## config.mk

```make
export PLATFORM = sky130hd
export DESIGN_NAME = dsp_port_master
export DESIGN_NICKNAME = d
export VERILOG_FILES = /design/src/rtl/dpm_pkg.sv /design/src/rtl/dpm_sync.sv /design/src/rtl/dpm_cfg.sv /design/src/rtl/dpm_seq.sv /design/src/rtl/dsp_port_master.sv
export SDC_FILE = /design/constraint.sdc
export NUM_CORES = 1
export LEC_CHECK = 0
export ABC_AREA = 1
export BUFFER_PORTS_ARGS = -buffer_cell sky130_fd_sc_hd__buf_4
export CAP_MARGIN = 20
export CELL_PAD_IN_SITES_DETAIL_PLACEMENT = 0
export CELL_PAD_IN_SITES_GLOBAL_PLACEMENT = 1
export CORE_UTILIZATION = 39
export CTS_BUF_LIST = sky130_fd_sc_hd__clkbuf_16
export DETAILED_ROUTE_END_ITERATION = 12
export PLACE_DENSITY = 0.95
export SYNTH_ARGS = -nofsm -noshare
export SYNTH_HDL_FRONTEND = slang
export SYNTH_SLANG_ARGS = --single-unit
```

## constraint.sdc

```tcl
create_clock -name clk_i -period 3.26 [get_ports clk_i]
set_clock_uncertainty 0.1 [all_clocks]
set_input_delay 0.652 -clock clk_i [delete_from_list [all_inputs] [get_ports clk_i]]
set_output_delay 0.652 -clock clk_i [all_outputs]
set_load 0.01 [all_outputs]
```

## src/rtl/dpm_pkg.sv

```systemverilog
package dpm_pkg;
  typedef enum logic [2:0] {
    PH_IDLE  = 3'd0,
    PH_ADDR  = 3'd1,
    PH_SETUP = 3'd2,
    PH_STRB  = 3'd3,
    PH_HOLD  = 3'd4,
    PH_RECOV = 3'd5
  } phase_e;
endpackage

```

## src/rtl/dpm_sync.sv

```systemverilog
module dpm_sync #(
  parameter int unsigned STAGES = 2
) (
  input  logic clk_i,
  input  logic rst_ni,
  input  logic d_i,
  output logic q_o
);
  logic [STAGES-1:0] sync_q;

  always_ff @(posedge clk_i or negedge rst_ni) begin
    if (!rst_ni) sync_q <= '0;
    else         sync_q <= {sync_q[STAGES-2:0], d_i};
  end

  assign q_o = sync_q[STAGES-1];
endmodule

```

## src/rtl/dpm_cfg.sv

```systemverilog
module dpm_cfg #(
  parameter int unsigned PH_W      = 2,
  parameter int unsigned REC_W     = 4,
  parameter int unsigned ADDR_MIN  = 2,
  parameter int unsigned SETUP_MIN = 2,
  parameter int unsigned STRB_MIN  = 1
) (
  input  logic             clk_i,
  input  logic             rst_ni,
  input  logic             load_i,
  input  logic [PH_W-1:0]  addr_i,
  input  logic [PH_W-1:0]  setup_i,
  input  logic [PH_W-1:0]  strobe_i,
  input  logic [PH_W-1:0]  hold_i,
  input  logic [REC_W-1:0] recov_i,
  output logic [PH_W-1:0]  addr_o,
  output logic [PH_W-1:0]  setup_o,
  output logic [PH_W-1:0]  strobe_o,
  output logic [PH_W-1:0]  hold_o,
  output logic [REC_W-1:0] recov_o
);
  localparam logic [PH_W-1:0] AMIN = PH_W'(ADDR_MIN);
  localparam logic [PH_W-1:0] SMIN = PH_W'(SETUP_MIN);
  localparam logic [PH_W-1:0] TMIN = PH_W'(STRB_MIN);

  logic [PH_W-1:0] addr_c, setup_c, strobe_c;

  // raise illegal short settings to the safe floor
  assign addr_c   = (addr_i   < AMIN) ? AMIN : addr_i;
  assign setup_c  = (setup_i  < SMIN) ? SMIN : setup_i;
  assign strobe_c = (strobe_i < TMIN) ? TMIN : strobe_i;

  always_ff @(posedge clk_i or negedge rst_ni) begin
    if (!rst_ni) begin
      addr_o   <= AMIN;
      setup_o  <= SMIN;
      strobe_o <= TMIN;
      hold_o   <= '0;
      recov_o  <= '0;
    end else if (load_i) begin
      addr_o   <= addr_c;
      setup_o  <= setup_c;
      strobe_o <= strobe_c;
      hold_o   <= hold_i;
      recov_o  <= recov_i;
    end
  end
endmodule

```

## src/rtl/dpm_seq.sv

```systemverilog
module dpm_seq
  import dpm_pkg::*;
#(
  parameter int unsigned PH_W  = 2,
  parameter int unsigned REC_W = 4
) (
  input  logic             clk_i,
  input  logic             rst_ni,
  input  logic             req_i,
  input  logic             wait_i,
  input  logic [PH_W-1:0]  t_addr_i,
  input  logic [PH_W-1:0]  t_setup_i,
  input  logic [PH_W-1:0]  t_strobe_i,
  input  logic [PH_W-1:0]  t_hold_i,
  input  logic [REC_W-1:0] t_recov_i,
  output phase_e           phase_o,
  output logic             accept_o,
  output logic             strb_end_o,
  output logic             hold_end_o
);
  localparam int unsigned CW = (REC_W > PH_W) ? REC_W : PH_W;

  phase_e          phase_q, phase_nxt;
  logic [CW-1:0]   cnt_q, lim;
  logic            stretch_q, holdable, freeze, at_lim;

  always_comb begin
    lim       = '0;
    phase_nxt = PH_IDLE;
    case (phase_q)
      PH_ADDR:  begin lim = CW'(t_addr_i);   phase_nxt = PH_SETUP; end
      PH_SETUP: begin lim = CW'(t_setup_i);  phase_nxt = PH_STRB;  end
      PH_STRB:  begin lim = CW'(t_strobe_i); phase_nxt = PH_HOLD;  end
      PH_HOLD:  begin lim = CW'(t_hold_i);   phase_nxt = PH_RECOV; end
      PH_RECOV: begin lim = CW'(t_recov_i);  phase_nxt = PH_IDLE;  end
      default:  begin lim = '0;              phase_nxt = PH_IDLE;  end
    endcase
  end

  assign holdable = (phase_q == PH_ADDR) || (phase_q == PH_STRB);
  assign freeze   = holdable && wait_i;
  assign at_lim   = (cnt_q == lim) && !freeze && !stretch_q;

  always_ff @(posedge clk_i or negedge rst_ni) begin
    if (!rst_ni) begin
      phase_q   <= PH_IDLE;
      cnt_q     <= '0;
      stretch_q <= 1'b0;
    end else if (phase_q == PH_IDLE) begin
      if (req_i) begin
        phase_q <= PH_ADDR;
        cnt_q   <= '0;
      end
    end else if (freeze) begin
      stretch_q <= 1'b1;
    end else if (stretch_q) begin
      stretch_q <= 1'b0;     // one guaranteed clock after wait clears
    end else if (cnt_q == lim) begin
      phase_q <= phase_nxt;
      cnt_q   <= '0;
    end else begin
      cnt_q <= cnt_q + CW'(1);
    end
  end

  assign phase_o    = phase_q;
  assign accept_o   = (phase_q == PH_IDLE) && req_i;
  assign strb_end_o = (phase_q == PH_STRB) && at_lim;
  assign hold_end_o = (phase_q == PH_HOLD) && at_lim;

  AST_WAIT_FREEZE: assert property (@(posedge clk_i) disable iff (!rst_ni)
    freeze |=> (phase_q == $past(phase_q)));
  AST_WAIT_EXTRA_CLK: assert property (@(posedge clk_i) disable iff (!rst_ni)
    ($past(wait_i) && !wait_i && holdable && ($past(phase_q) == phase_q))
      |=> (phase_q == $past(phase_q)));
  AST_ADDR_FROM_IDLE: assert property (@(posedge clk_i) disable iff (!rst_ni)
    ((phase_q == PH_ADDR) && ($past(phase_q) != PH_ADDR)) |-> ($past(phase_q) == PH_IDLE));
  AST_STRB_TO_HOLD: assert property (@(posedge clk_i) disable iff (!rst_ni)
    (($past(phase_q) == PH_STRB) && (phase_q != PH_STRB)) |-> (phase_q == PH_HOLD));
endmodule

```

## src/rtl/dsp_port_master.sv

```systemverilog
module dsp_port_master
  import dpm_pkg::*;
#(
  parameter int unsigned ADDR_W      = 3,
  parameter int unsigned DATA_W      = 8,
  parameter int unsigned PH_W        = 2,
  parameter int unsigned REC_W       = 4,
  parameter int unsigned SYNC_STAGES = 2,
  parameter int unsigned ADDR_MIN    = 2,
  parameter int unsigned SETUP_MIN   = 2,
  parameter int unsigned STRB_MIN    = 1
) (
  input  logic              clk_i,
  input  logic              rst_ni,
  input  logic              req_i,
  input  logic              we_i,
  input  logic [ADDR_W-1:0] addr_i,
  input  logic [DATA_W-1:0] wdata_i,
  input  logic [PH_W-1:0]   cfg_addr_i,
  input  logic [PH_W-1:0]   cfg_setup_i,
  input  logic [PH_W-1:0]   cfg_strobe_i,
  input  logic [PH_W-1:0]   cfg_hold_i,
  input  logic [REC_W-1:0]  cfg_recov_i,
  output logic              done_o,
  output logic [DATA_W-1:0] rdata_o,
  output logic [ADDR_W-1:0] bus_addr_o,
  output logic              bus_cs_no,
  output logic              bus_ds_no,
  output logic              bus_rnw_o,
  output logic [DATA_W-1:0] bus_data_o,
  output logic              bus_data_oe_o,
  input  logic [DATA_W-1:0] bus_data_i,
  input  logic              bus_wait_i
);
  phase_e             phase;
  logic               accept, strb_end, hold_end, wait_s;
  logic [PH_W-1:0]    t_addr, t_setup, t_strobe, t_hold;
  logic [REC_W-1:0]   t_recov;
  logic [ADDR_W-1:0]  addr_q;
  logic [DATA_W-1:0]  wdata_q, rdata_q;
  logic               we_q;

  dpm_sync #(.STAGES(SYNC_STAGES)) i_sync (
    .clk_i (clk_i), .rst_ni (rst_ni), .d_i (bus_wait_i), .q_o (wait_s)
  );

  dpm_cfg #(
    .PH_W(PH_W), .REC_W(REC_W),
    .ADDR_MIN(ADDR_MIN), .SETUP_MIN(SETUP_MIN), .STRB_MIN(STRB_MIN)
  ) i_cfg (
    .clk_i (clk_i), .rst_ni (rst_ni), .load_i (accept),
    .addr_i (cfg_addr_i), .setup_i (cfg_setup_i), .strobe_i (cfg_strobe_i),
    .hold_i (cfg_hold_i), .recov_i (cfg_recov_i),
    .addr_o (t_addr), .setup_o (t_setup), .strobe_o (t_strobe),
    .hold_o (t_hold), .recov_o (t_recov)
  );

  dpm_seq #(.PH_W(PH_W), .REC_W(REC_W)) i_seq (
    .clk_i (clk_i), .rst_ni (rst_ni), .req_i (req_i), .wait_i (wait_s),
    .t_addr_i (t_addr), .t_setup_i (t_setup), .t_strobe_i (t_strobe),
    .t_hold_i (t_hold), .t_recov_i (t_recov),
    .phase_o (phase), .accept_o (accept),
    .strb_end_o (strb_end), .hold_end_o (hold_end)
  );

  always_ff @(posedge clk_i or negedge rst_ni) begin
    if (!rst_ni) begin
      addr_q  <= '0;
      wdata_q <= '0;
      we_q    <= 1'b0;
      rdata_q <= '0;
    end else begin
      if (accept) begin
        addr_q  <= addr_i;
        wdata_q <= wdata_i;
        we_q    <= we_i;
      end
      if (strb_end && !we_q) rdata_q <= bus_data_i;
    end
  end

  assign bus_cs_no     = !(phase inside {PH_ADDR, PH_SETUP, PH_STRB, PH_HOLD});
  assign bus_ds_no     = (phase != PH_STRB);
  assign bus_rnw_o     = !we_q;
  assign bus_data_oe_o = we_q && (phase inside {PH_SETUP, PH_STRB, PH_HOLD});
  assign bus_data_o    = wdata_q;
  assign bus_addr_o    = addr_q;
  assign rdata_o       = rdata_q;
  assign done_o        = hold_end;

  AST_DONE_PULSE: assert property (@(posedge clk_i) disable iff (!rst_ni)
    done_o |=> !done_o);
  AST_OE_WRITE_ONLY: assert property (@(posedge clk_i) disable iff (!rst_ni)
    bus_data_oe_o |-> !bus_rnw_o);
  AST_ADDR_STABLE: assert property (@(posedge clk_i) disable iff (!rst_ni)
    (!bus_cs_no && $past(!bus_cs_no)) |-> $stable(bus_addr_o));
  AST_DONE_IN_CS: assert property (@(posedge clk_i) disable iff (!rst_ni)
    done_o |=> bus_cs_no);
endmodule

```

Yosys cells after proc, flatten, opt, wreduce, memory -nomap -nowiden. Cells that the tools add are included.

Add/subtract/negate cells: 1. $lt $le $gt $ge: 3. Equal/unequal tests: 10. Multiplexer cells: 16. Reductions and logical operators: 19.

Operator list (number): $mux W4 (5); $pmux W4 S5 (1); $mux W3 (5); $pmux W3 S4 (1); $logic_and A1 B1 Y1 (8); $eq A3 B2 Y1 const B (2); $eq A3 B3 Y1 const B (2); $mux W2 (3); $ne A2 B2 Y1 const B (3); $add A4 B1 Y4 const B (1); $eq A4 B4 Y1 (1); $logic_not A1 Y1 (4); $lt A2 B2 Y1 const B (2); $reduce_and A4 Y1 (1); $reduce_bool A4 Y1 (1); $eq A3 B1 Y1 const B (1); $logic_not A3 Y1 (1); $ne A3 B2 Y1 const B (1); $reduce_and A3 Y1 (1); $reduce_bool A3 Y1 (1); $lt A2 B1 Y1 const B (1); $reduce_bool A2 Y1 (1); $logic_or A1 B1 Y1 (1); $mux W1 (1).

Register bits after elaboration: 42. Output and inout bits: 24. Word-level logic and storage cells: 62.

Longest topological paths before layout. Gate-level depths: netlist (run 1).

Depth in word-level cells: 8. Depth in mapped cells: 15.

By module. A second synthesis (run 1) with hierarchy kept.

Cells, all modules: 245. Area total of the unflattened synthesis: 1984.4 um^2.

Modules (own cells, without submodules): dsp_port_master (instances 1, cells each 96, area each 844.6 um^2, seq. area each 500.5 um^2); dpm_seq (instances 1, cells each 100, area each 676.9 um^2, seq. area each 200.2 um^2); dpm_cfg (instances 1, cells each 47, area each 412.9 um^2, seq. area each 251.5 um^2); dpm_sync (instances 1, cells each 2, area each 50.0 um^2, seq. area each 50.0 um^2).

Least setup slack after synthesis (run 1). OpenSTA, ideal clock, no wires.

Path kind: reg2out. Start point: register i_seq.phase_q[2] (netlist: i_seq.phase_o[2]). End point: output done_o. Arrival time: 1.484 ns. Required time: 2.508 ns. Slack: 1.024 ns. Cell stages (with the launch flop): 11. Path through: dfrtp_1 > buf_4 > inv_4 > nand3_2 > nor2_1 > nor2_1 > nand2_1 > a21oi_1 > nor2_2 > nand2_4 > nor3_1.

Word-level cells in the longest chain between the ends: 7. Elaborated cells between the ends (all ways): 13. Those cells by class: eq/ne (6); mux (1); reduce/logical (6).

Ends and longest elaborated chain: start, declared (RTL line dpm_seq.sv:23) `phase_e phase_q, phase_nxt;`; start signal, assigned (RTL line dpm_seq.sv:59) `phase_q <= phase_nxt;`; branches (longest 6 deep; another with $pmux W4 S5); $logic_and A1 B1 Y1 (*) (RTL line dpm_seq.sv:69) `assign hold_end_o = (phase_q == PH_HOLD) && at_lim;`; end, declared (RTL line dsp_port_master.sv:24) `output logic done_o,`.

Every way passes the cells marked *.

Worst setup path after layout (run 1).
Start point: register i_seq.phase_q[0] (netlist: i_seq.phase_o[0]). End point: output done_o.

Same word-level chain as after synthesis.

==> results.json, run 1 <==
{
  "status": "finished clean",
  "portBuffers": 59,
  "power.density_nw_per_um2": 995,
  "ant_nets": 0,
  "place_inst": 332,
  "synthTopCellsByArea": "dfrtp_1 (52%), nand2_1 (18%), nand4_1 (4.3%)",
  "hold_viol_final": 0,
  "synth_compound_area_frac": 0.0379,
  "fmax_mhz": 370,
  "cts_made_buffers": 5,
  "synth.area.mux_share": 0,
  "crit_top_cell": "nor2_1",
  "grt_first_pass_wirelength_um": 6930,
  "cts.clk_slew.worst_paths_ns": 0.06,
  "fp.dieH_um": 71.4,
  "die_w_um": 71.4,
  "synth-simple-area-share": 0.337,
  "ctsResizeCount": 0,
  "nets": 325,
  "wirelength_um": 4030,
  "peakVddDrop_uv": 423,
  "grt_max_degree": 41,
  "power.total_mw": 2.48,
  "syn-cell-area_um2": 1880,
  "antenna_found_initial": 0,
  "synth_seq_cells": 40,
  "critPathMaxFanout": 10,
  "place_ws_ns": 0.888,
  "postSynthCellCount": 227,
  "grtUsageTotal": 0.177,
  "drtIter0Drc": 83,
  "min_period_ns": 2.70,
  "arrival_ns": 1.95,
  "core_area_um2": 4500,
  "cts_sinks": 40,
  "stdcell_count": 340,
  "hp-class": "in2async",
  "layout_setup_ws_ns": 0.557,
  "vias": 1596,
  "cts_max_level": 2,
  "async_flop_share": 1.00,
  "relSlewSlack": 0.668,
  "drt_first_pass_iters": 5,
  "leakagePower_nw": 1.34,
  "finalMaxSlewViolations": 0,
  "r2r_slack_ns": 0.93,
  "ys_types": 28,
  "synth_edf_count": 0,
  "fin_setup_tns_ns": 0,
  "ctsHoldBuffers": 0,
  "final.period_utilization": 0.829,
  "rsz0062_at_grt": "no",
  "grt_overflow": 0,
  "synth.top_cell.area_share": 0.519,
  "maxCapViolCount": 0,
  "placedInstanceArea_um2": 2360,
  "required_ns": 2.51,
  "yosysWarnings": 0,
  "synth_top_family_by_area": "simple AND/OR/NAND/NOR gates",
  "path_class": "reg2out",
  "area_delta_synth_final_pct": 32.8,
  "post_cts_buffers": 0,
  "io_pins": 60,
  "finalSetupViolations": 0,
  "routed_via_density": 4.69,
  "cts-root-buf": "clkbuf_16",
  "drc": 0,
  "first_global_vias": 1564,
  "n_antenna_cell": 0,
  "initial_utilization": 0.418,
  "whs_ns": 0.242,
  "postLayoutCellArea_um2": 2500,
  "clkLatencyLatePin_ns": 0.28,
  "routedWlPerCell_um": 11.9,
  "synthAdderAreaFrac": 0.0133,
  "clockBufferDepth": 2,
  "yosysTopAreaCell": "dfrtp_1",
  "crit_path_end_kind": "output port",
  "syn_area_per_cell_um2": 8.28,
  "max_stage_delay_ns": 0.57,
  "worstMarginPinSlew_ns": 0.498,
  "final_core_util": 0.554,
  "ys.flop_type": "dfrtp_1",
  "synth_nets": 265,
  "seq_area_frac_synth": 0.533,
  "placement_rows": 24,
  "start_kind": "register",
  "synth_xor_area_frac": 0.0140,
  "gp_congestion": 0.913,
  "cp_slowest_cell": "dfrtp_1",
  "hpwl_um": 2940,
  "dieArea_um2": 5100,
  "path_cells": "nand3_2 > nor2_1 > nor2_1 > nand2_1 > a21oi_1 > nor2_2 > nand2_4 > nor3_1 > buf_4",
  "drive_gt1_frac": 0.302,
  "cts_tree": "done"
}
## cells in the mapped netlist (2+ instances only)
cell type	n
xor2_1	2
buf_4	2
clkbuf_1	2
nor2_2	2
o21ai_1	2
nand3_1	9
a21oi_1	4
buf_2	2
nand3_2	2
nor2_1	14
ha_1	2
inv_2	7
inv_1	13
o21ai_0	7
nand2_1	90
nand4_1	13
dfrtp_1	39
nand2_2	5
## layout make-up
class	instances	area, um2
Multi-Input combinational cell	159	756
Clock buffer	5	125
Inverter	22	90.1
Sequential cell	40	1000
Tap cell	52	65.1
Timing Repair Buffer	59	443
Clock inverter	3	16.3
Fill cell	451	2010
## sequential cells by signal, indices dropped and copies added (netlist names), 2 cells and up
signal	cells
i_cfg.recov_o	4
rdata_o	8
i_cfg.hold_o	2
i_seq.phase_o	3
i_seq.cnt_q	4
bus_data_o	8
i_cfg.strobe_o	2
i_sync.sync_q	2
bus_addr_o	3
## report_power, final
| group | internal [mW] | total (mW) | switching (mW) |
|---|---|---|---|
| Combinational | 0.449 | 1.17 | 0.723 |
| Clock | 0.279 | 0.457 | 0.179 |
| Sequential | 0.709 | 0.855 | 0.146 |
| Total | 1.44 | 2.48 | 1.05 |
## worst paths after layout
path	from	endpoint	cells after the start
setup / recovery	i_seq.phase_o[0]$_DFFE_PN0P_	done_o	9
hold / removal	rst_ni	rdata_o[6]$_DFFE_PN0P_	1
setup reg to reg	i_seq.phase_o[0]$_DFFE_PN0P_	i_seq.cnt_q[3]$_DFFE_PN0P_	10
hold reg to reg	i_sync.sync_q[0]$_DFF_PN0_	i_sync.sync_q[1]$_DFF_PN0_	0
max in group asynchronous	rst_ni	i_cfg.strobe_o[0]$_DFFE_PN1P_	1
min in group clk_i	i_sync.sync_q[0]$_DFF_PN0_	i_sync.sync_q[1]$_DFF_PN0_	0
## critical path: cells and delay by family, from the launching register on
kind,cells,cell delay (ns)
flip-flops,1,0.57
AO/OA/AOI/OAI,1,0.07
AND/OR/NAND/NOR,7,0.86
buffers and inverters,1,0.15
## cells by family (layout without fill, tap and decap cells)
| kind of cell | after synthesis | after routing |
|---|---|---|
| simple gates | 140 | 140 |
| flops | 40 | 40 |
| buf+inv | 28 | 89 |
| compound gates | 14 | 14 |
| xor+xnor | 3 | 3 |
| fa+ha+maj | 2 | 2 |
## cells in the final DEF (no fill, tap or decap)
cell type / n
a21oi_1: 4
buf_4: 59
clkbuf_16: 5
clkinv_4: 1
dfrtp_1: 39
dfstp_2: 1
ha_1: 2
inv_1: 15
inv_2: 7
inv_4: 1
inv_6: 1
nand2_1: 90
nand2_2: 5
nand2_4: 1
nand3_1: 9
nand3_2: 2
nand3_4: 1
nand3b_1: 1
nand4_1: 13
nor2_1: 14
nor2_2: 2
nor2_4: 1
nor3_1: 1
o21ai_0: 7
o21ai_1: 2
o22ai_1: 1
xnor2_1: 1
xor2_1: 2
## per-layer routing
| metal | GRT usage | wire length [um] | vias to the layer above |
|---|---|---|---|
| met3 | 0.0633 | 253 | 4 |
| met2 | 0.266 | 1890 | 43 |
| met5 | 0 | 0 | - |
| met1 | 0.241 | 1850 | 713 |
| met4 | 0.0533 | 34 | 0 |
| li1 | - | - | 836 |
Power figures use the tool's default switching activity.
==> run 2, diff against run 1 <==
- ABC_AREA: 1 -> 0
- CORE_UTILIZATION: 39 -> 38
- PLACE_DENSITY: 0.95 -> 0.89
- clock period: 3.26 -> 2.8 ns (I/O delays scaled with it)
==> results.json, run 2 <==
{
  "worstRegToRegCells": 11,
  "cts-root-buf": "clkbuf_16",
  "clockBufferDepth": 2,
  "power.total_mw": 2.78,
  "final_cell_mix": "buf_4 (65), dfrtp_1 (37), mux2_2 (27)",
  "hpwl_um": 2750,
  "syn-cell-area_um2": 1840,
  "grt_overflow": 0,
  "peakVddDrop_uv": 529,
  "hp-class": "in2async",
  "initial_utilization": 0.409,
  "critPathMaxFanout": 4,
  "ant_nets": 0,
  "postSynthCellCount": 158,
  "layout_commonest_cell": "buf_4",
  "finalMaxSlewViolations": 0,
  "routed_via_density": 5.11,
  "grt_busiest_layer": "met2",
  "arrival_ns": 2.16,
  "met3_usage": 0.0422,
  "core_area_um2": 4500,
  "synth_edf_count": 0,
  "violations": "negative setup slack",
  "grt_max_degree": 41,
  "syn_area_per_cell_um2": 11.7,
  "synthTopCellsByArea": "dfrtp_1 (53%), mux2_2 (16%), o21ai_0 (2.7%)",
  "max_stage_delay_ns": 0.40,
  "ctsHoldBuffers": 0,
  "final.period_utilization": 1.01,
  "drc": 0,
  "relSlewSlack": 0.668,
  "yosysMostFrequentCell": "dfrtp_1",
  "first_global_vias": 1528,
  "cp_slowest_cell": "or3_4",
  "area_delta_synth_final_pct": 42.3,
  "status": "complete, but fails checks",
  "yosysTopAreaCell": "dfrtp_1",
  "path_cells": "inv_2 > ha_4 > a21oi_2 > a21oi_2 > a211oi_2 > xor2_1 > or3_4 > nor3_4 > buf_6",
  "use_met2": 0.287,
  "layout_setup_ws_ns": -0.0213,
  "n_antenna_cell": 0,
  "worstReg2RegStart": "i_seq.phase_o[2]$_DFFE_PN0P_",
  "seq_area_frac_synth": 0.543,
  "maxCapViolCount": 0,
  "ys_types": 35,
  "ys_top_cells_by_count": "dfrtp_1 (39), mux2_2 (27), nand2_1 (13)",
  "synth.top_cell.area_share": 0.529,
  "drt_first_pass_iters": 4,
  "routedWlPerCell_um": 14.6,
  "io_pins": 60,
  "grt_first_pass_wirelength_um": 7130,
  "rsz0062_at_grt": "yes",
  "fmax_mhz": 354,
  "antenna_found_initial": 0,
  "dieArea_um2": 5140,
  "path_class": "reg2out",
  "portBuffers": 59,
  "final_core_util": 0.583,
  "ys.flop_type": "dfrtp_1",
  "placement_rows": 24,
  "power.density_nw_per_um2": 1060,
  "finalSetupViolations": 1,
  "critPathLaunch": "i_seq.phase_o[2]$_DFFE_PN0P_",
  "drive_gt1_frac": 0.520,
  "wirelength_um": 4080,
  "hold_viol_final": 0,
  "grtUsageTotal": 0.181,
  "async_flop_share": 1.00,
  "crit_top_cell": "a21oi_2",
  "required_ns": 2.14,
  "gp_congestion": 0.856,
  "synth_seq_cells": 40,
  "clkLatencyLatePin_ns": 0.28,
  "min_period_ns": 2.82,
  "synth_nets": 196,
  "fp.dieH_um": 71.7,
  "cts_tree": "done",
  "use_met1": 0.247,
  "cts_sinks": 40,
  "fin_setup_tns_ns": -0.0213,
  "cts_max_level": 2,
  "cts_made_buffers": 5,
  "worstMarginPinSlew_ns": 0.498,
  "drtIter0Drc": 76,
  "r2r_slack_ns": 0.12,
  "vias": 1425,
  "yosysWarnings": 0,
  "nets": 264,
  "crit_path_end_kind": "output port",
  "cts.clk_slew.worst_paths_ns": 0.06,
  "leakagePower_nw": 1.25,
  "die_w_um": 71.7,
  "start_kind": "register"
}
run 2: cell count changes after synthesis, moves of 5 or more:
cell	previous run	this run
nand4_1	13	2
inv_1	13	7
nand2_1	90	13
mux2_2	0	27
nand2_2	5	0
inv_2	7	0
nor2_1	14	4
run 2: final timing paths:
check                                                    end
min in group clk_i                i_sync.sync_q[1]$_DFF_PN0_
worst max-delay path                                  done_o
worst min register to register    i_sync.sync_q[1]$_DFF_PN0_
worst min-delay path               bus_data_o[0]$_DFFE_PN0P_
max in group asynchronous       i_seq.phase_o[1]$_DFFE_PN0P_
worst max register to register        rdata_o[3]$_DFFE_PN0P_
run 2: final cells by class:
| cell class | instances | area (um2) |
|---|---|---|
| tap | 52 | 65.1 |
| fill | 391 | 1880 |
| multi-input combinational | 104 | 838 |
| clock buffer | 5 | 125 |
| sequential | 40 | 1000 |
| clock inverter | 3 | 42.5 |
| inverter | 7 | 26.3 |
| timing repair buffer | 68 | 522 |
run 2: worst max-delay path, delay by kind of cell, from the launching register on:
family          cells  cell delay, ns
simple gates        2            0.52
compound gates      3            0.41
flops               1            0.39
fa+ha+maj           1            0.22
buf+inv             2            0.21
xor+xnor            1            0.12
run 2: report_power, final:
part / leakage, nW / switching (mW) / total [mW] / internal (mW)
Sequential: 0.498 / 0.172 / 0.983 / 0.811
Clock: 0.0814 / 0.226 / 0.645 / 0.419
Combinational: 0.675 / 0.543 / 1.16 / 0.614
run 2: stage by stage:
step | area, um2 | worst slack, ns | hold slack, ns | std cells
floorplan | 1840 | 0.0331 | 0.164 | 158
global placement | 2370 | 0.0869 | 0.232 | 269
detailed placement | 2370 | 0.0622 | 0.236 | 269
CTS | 2600 | 0.000309 | 0.169 | 279
global route | 2620 | -0.0870 | 0.192 | 279
finish | 2620 | -0.0213 | 0.154 | 279
run 2: cell families after synthesis:
kind of cell,after synthesis,share of synthesized area
AO/OA/AOI/OAI,32,0.108
AND/OR/NAND/NOR,37,0.107
buffers and inverters,14,0.0326
adder cells (fa/ha/maj),2,0.0136
XOR/XNOR,3,0.0142
flip-flops,40,0.543
multiplexers,30,0.181
run 2: what timing repair did:
action | in CTS | in global routing
pin swaps | 3 | 6
setup buffers | 2 | 0
gates resized for setup | 11 | 7
cloned | 0 | 0
endpoints found under the setup margin | 1 | 9
run 2: per-layer routing:
layer	vias up	share of wire
met2	42	0.48
met1	676	0.46
li1	703	-
met4	0	0.0064
met3	4	0.053
met5	-	0
==> run 3, diff against run 2 <==
- CORE_UTILIZATION: 38 -> 35
- PLACE_DENSITY: 0.89 -> 0.87
- clock period: 2.8 -> 2.34 ns (I/O delays scaled with it)
==> results.json, run 3 (same netlist as run 2, synthesis figures left out) <==
{
  "status": "complete, but fails checks",
  "violations": "negative setup slack",
  "fmax_mhz": 360,
  "hold_viol_final": 0,
  "critPathLaunch": "i_seq.phase_o[2]$_DFFE_PN0P_",
  "min_period_ns": 2.78,
  "antenna_found_initial": 0,
  "fp.dieH_um": 74.6,
  "required_ns": 1.77,
  "peakVddDrop_uv": 711,
  "clkLatencyLatePin_ns": 0.28,
  "layout_setup_ws_ns": -0.436,
  "leakagePower_nw": 1.34,
  "path_cells": "inv_2 > ha_4 > a21oi_2 > a21oi_1 > a211oi_2 > xor2_1 > or3_4 > nor3_2 > buf_4",
  "relSlewSlack": 0.660,
  "initial_utilization": 0.363,
  "drt_first_pass_iters": 4,
  "arrival_ns": 2.21,
  "ctsHoldBuffers": 0,
  "hp-class": "in2async",
  "final_cell_mix": "buf_4 (79), dfrtp_1 (37), mux2_2 (19)",
  "dieArea_um2": 5560,
  "grt_max_degree": 41,
  "power.total_mw": 3.47,
  "finalSetupViolations": 12,
  "fin_setup_tns_ns": -3.53,
  "cp_slowest_cell": "dfrtp_1",
  "place_inst": 297,
  "routedWlPerCell_um": 14.5,
  "hpwl_um": 3160,
  "whs_ns": 0.0487,
  "nets": 277,
  "cts.clk_slew.worst_paths_ns": 0.06,
  "worstMarginPinSlew_ns": 0.510,
  "postLayoutCellArea_um2": 2770,
  "vias": 1549,
  "final.period_utilization": 1.19,
  "rsz0062_at_grt": "yes",
  "cts_sinks": 40,
  "placement_rows": 26,
  "n_antenna_cell": 0,
  "wirelength_um": 4490,
  "crit_family": "simple AND/OR/NAND/NOR gates",
  "area_delta_synth_final_pct": 50.2,
  "maxCapViolCount": 0,
  "stdcell_count": 310,
  "portBuffers": 59,
  "start_kind": "register",
  "worstReg2RegStart": "i_seq.phase_o[2]$_DFFE_PN0P_",
  "placedInstanceArea_um2": 2470,
  "first_global_vias": 1518,
  "grt_first_pass_wirelength_um": 7090,
  "die_w_um": 74.6,
  "cts-root-buf": "clkbuf_16",
  "gp_congestion": 0.911,
  "clockBufferDepth": 2,
  "ant_nets": 0,
  "routed_via_density": 5.00,
  "drtIter0Drc": 126,
  "cts_made_buffers": 5,
  "path_buf_inv": 2,
  "power.density_nw_per_um2": 1250,
  "grt_overflow": 0,
  "max_stage_delay_ns": 0.40,
  "drc": 0,
  "cts_tree": "done",
  "finalMaxSlewViolations": 0,
  "grtUsageTotal": 0.174,
  "crit_path_end_kind": "output port",
  "path_class": "reg2out",
  "critPathMaxFanout": 3,
  "cts_max_level": 2,
  "layout_commonest_cell": "buf_4",
  "io_pins": 60,
  "core_area_um2": 5070,
  "drive_gt1_frac": 0.567
}
run 3: cell count changes in the layout (fill, tap and decap cells not counted), moves of 3 or more:
cell	before	now
buf_4	65	79
mux2_4	0	8
o21ai_1	0	4
mux2_2	27	19
inv_1	5	8
o21ai_0	10	5
run 3: report_power, final:
group,internal [mW],total (mW),switching (mW),leakage [nW]
Combinational,0.903,1.63,0.725,0.766
Clock,0.389,0.649,0.261,0.0764
Sequential,0.971,1.19,0.219,0.498
run 3: metrics by stage:
step / util / setup WS [ns]
CTS: 0.532 / -0.339
global route: 0.546 / -0.522
finish: 0.546 / -0.436
global placement: 0.486 / -0.263
floorplan: - / -0.319
detailed placement: 0.486 / -0.308
run 3: path summary, 6_finish.rpt:
path | cells past startpoint | end | slack, ns
max | 9 | done_o | -0.44
min | 1 | i_seq.phase_o[2]$_DFFE_PN0P_ | 0.05
max reg2reg | 11 | rdata_o[2]$_DFFE_PN0P_ | -0.36
min reg2reg | 0 | i_sync.sync_q[1]$_DFF_PN0_ | 0.27
max in group asynchronous | 1 | i_seq.phase_o[0]$_DFFE_PN0P_ | 1.69
min in group clk_i | 1 | i_sync.sync_q[0]$_DFF_PN0_ | 0.19
run 3: metal layers:
metal  GRT usage  routed length [um]  up-vias
li1            -                   -      731
met1       0.212                1900      750
met2       0.278                2200       50
met3      0.0528                 223       18
met4      0.0881                 172        0
met5           0                   0        -
run 3: worst register-to-register path, stage by stage (launching register included):
cell	delay (ns)
dfrtp_1	0.40
inv_2	0.10
ha_4	0.21
a21oi_2	0.11
a21oi_1	0.07
a211oi_2	0.22
xor2_1	0.13
or3_4	0.40
buf_4	0.15
nor4_4	0.16
buf_6	0.21
mux2_4	0.31
run 3: final cells by class:
class                           count  area (um2)
Fill cell                         465        2300
Timing Repair Buffer               81         616
Clock buffer                        5         125
Inverter                            7        26.3
Clock inverter                      3        16.3
Sequential cell                    40        1000
Tap cell                           70        87.6
Multi-Input combinational cell    104         895
run 3: repair_timing:
| item | in CTS | in global routing |
|---|---|---|
| setup buffers | 4 | 1 |
| pin swaps | 6 | 6 |
| setup endpoints to repair | 16 | 18 |
| gates cloned | 0 | 0 |
| gates resized for setup | 14 | 20 |
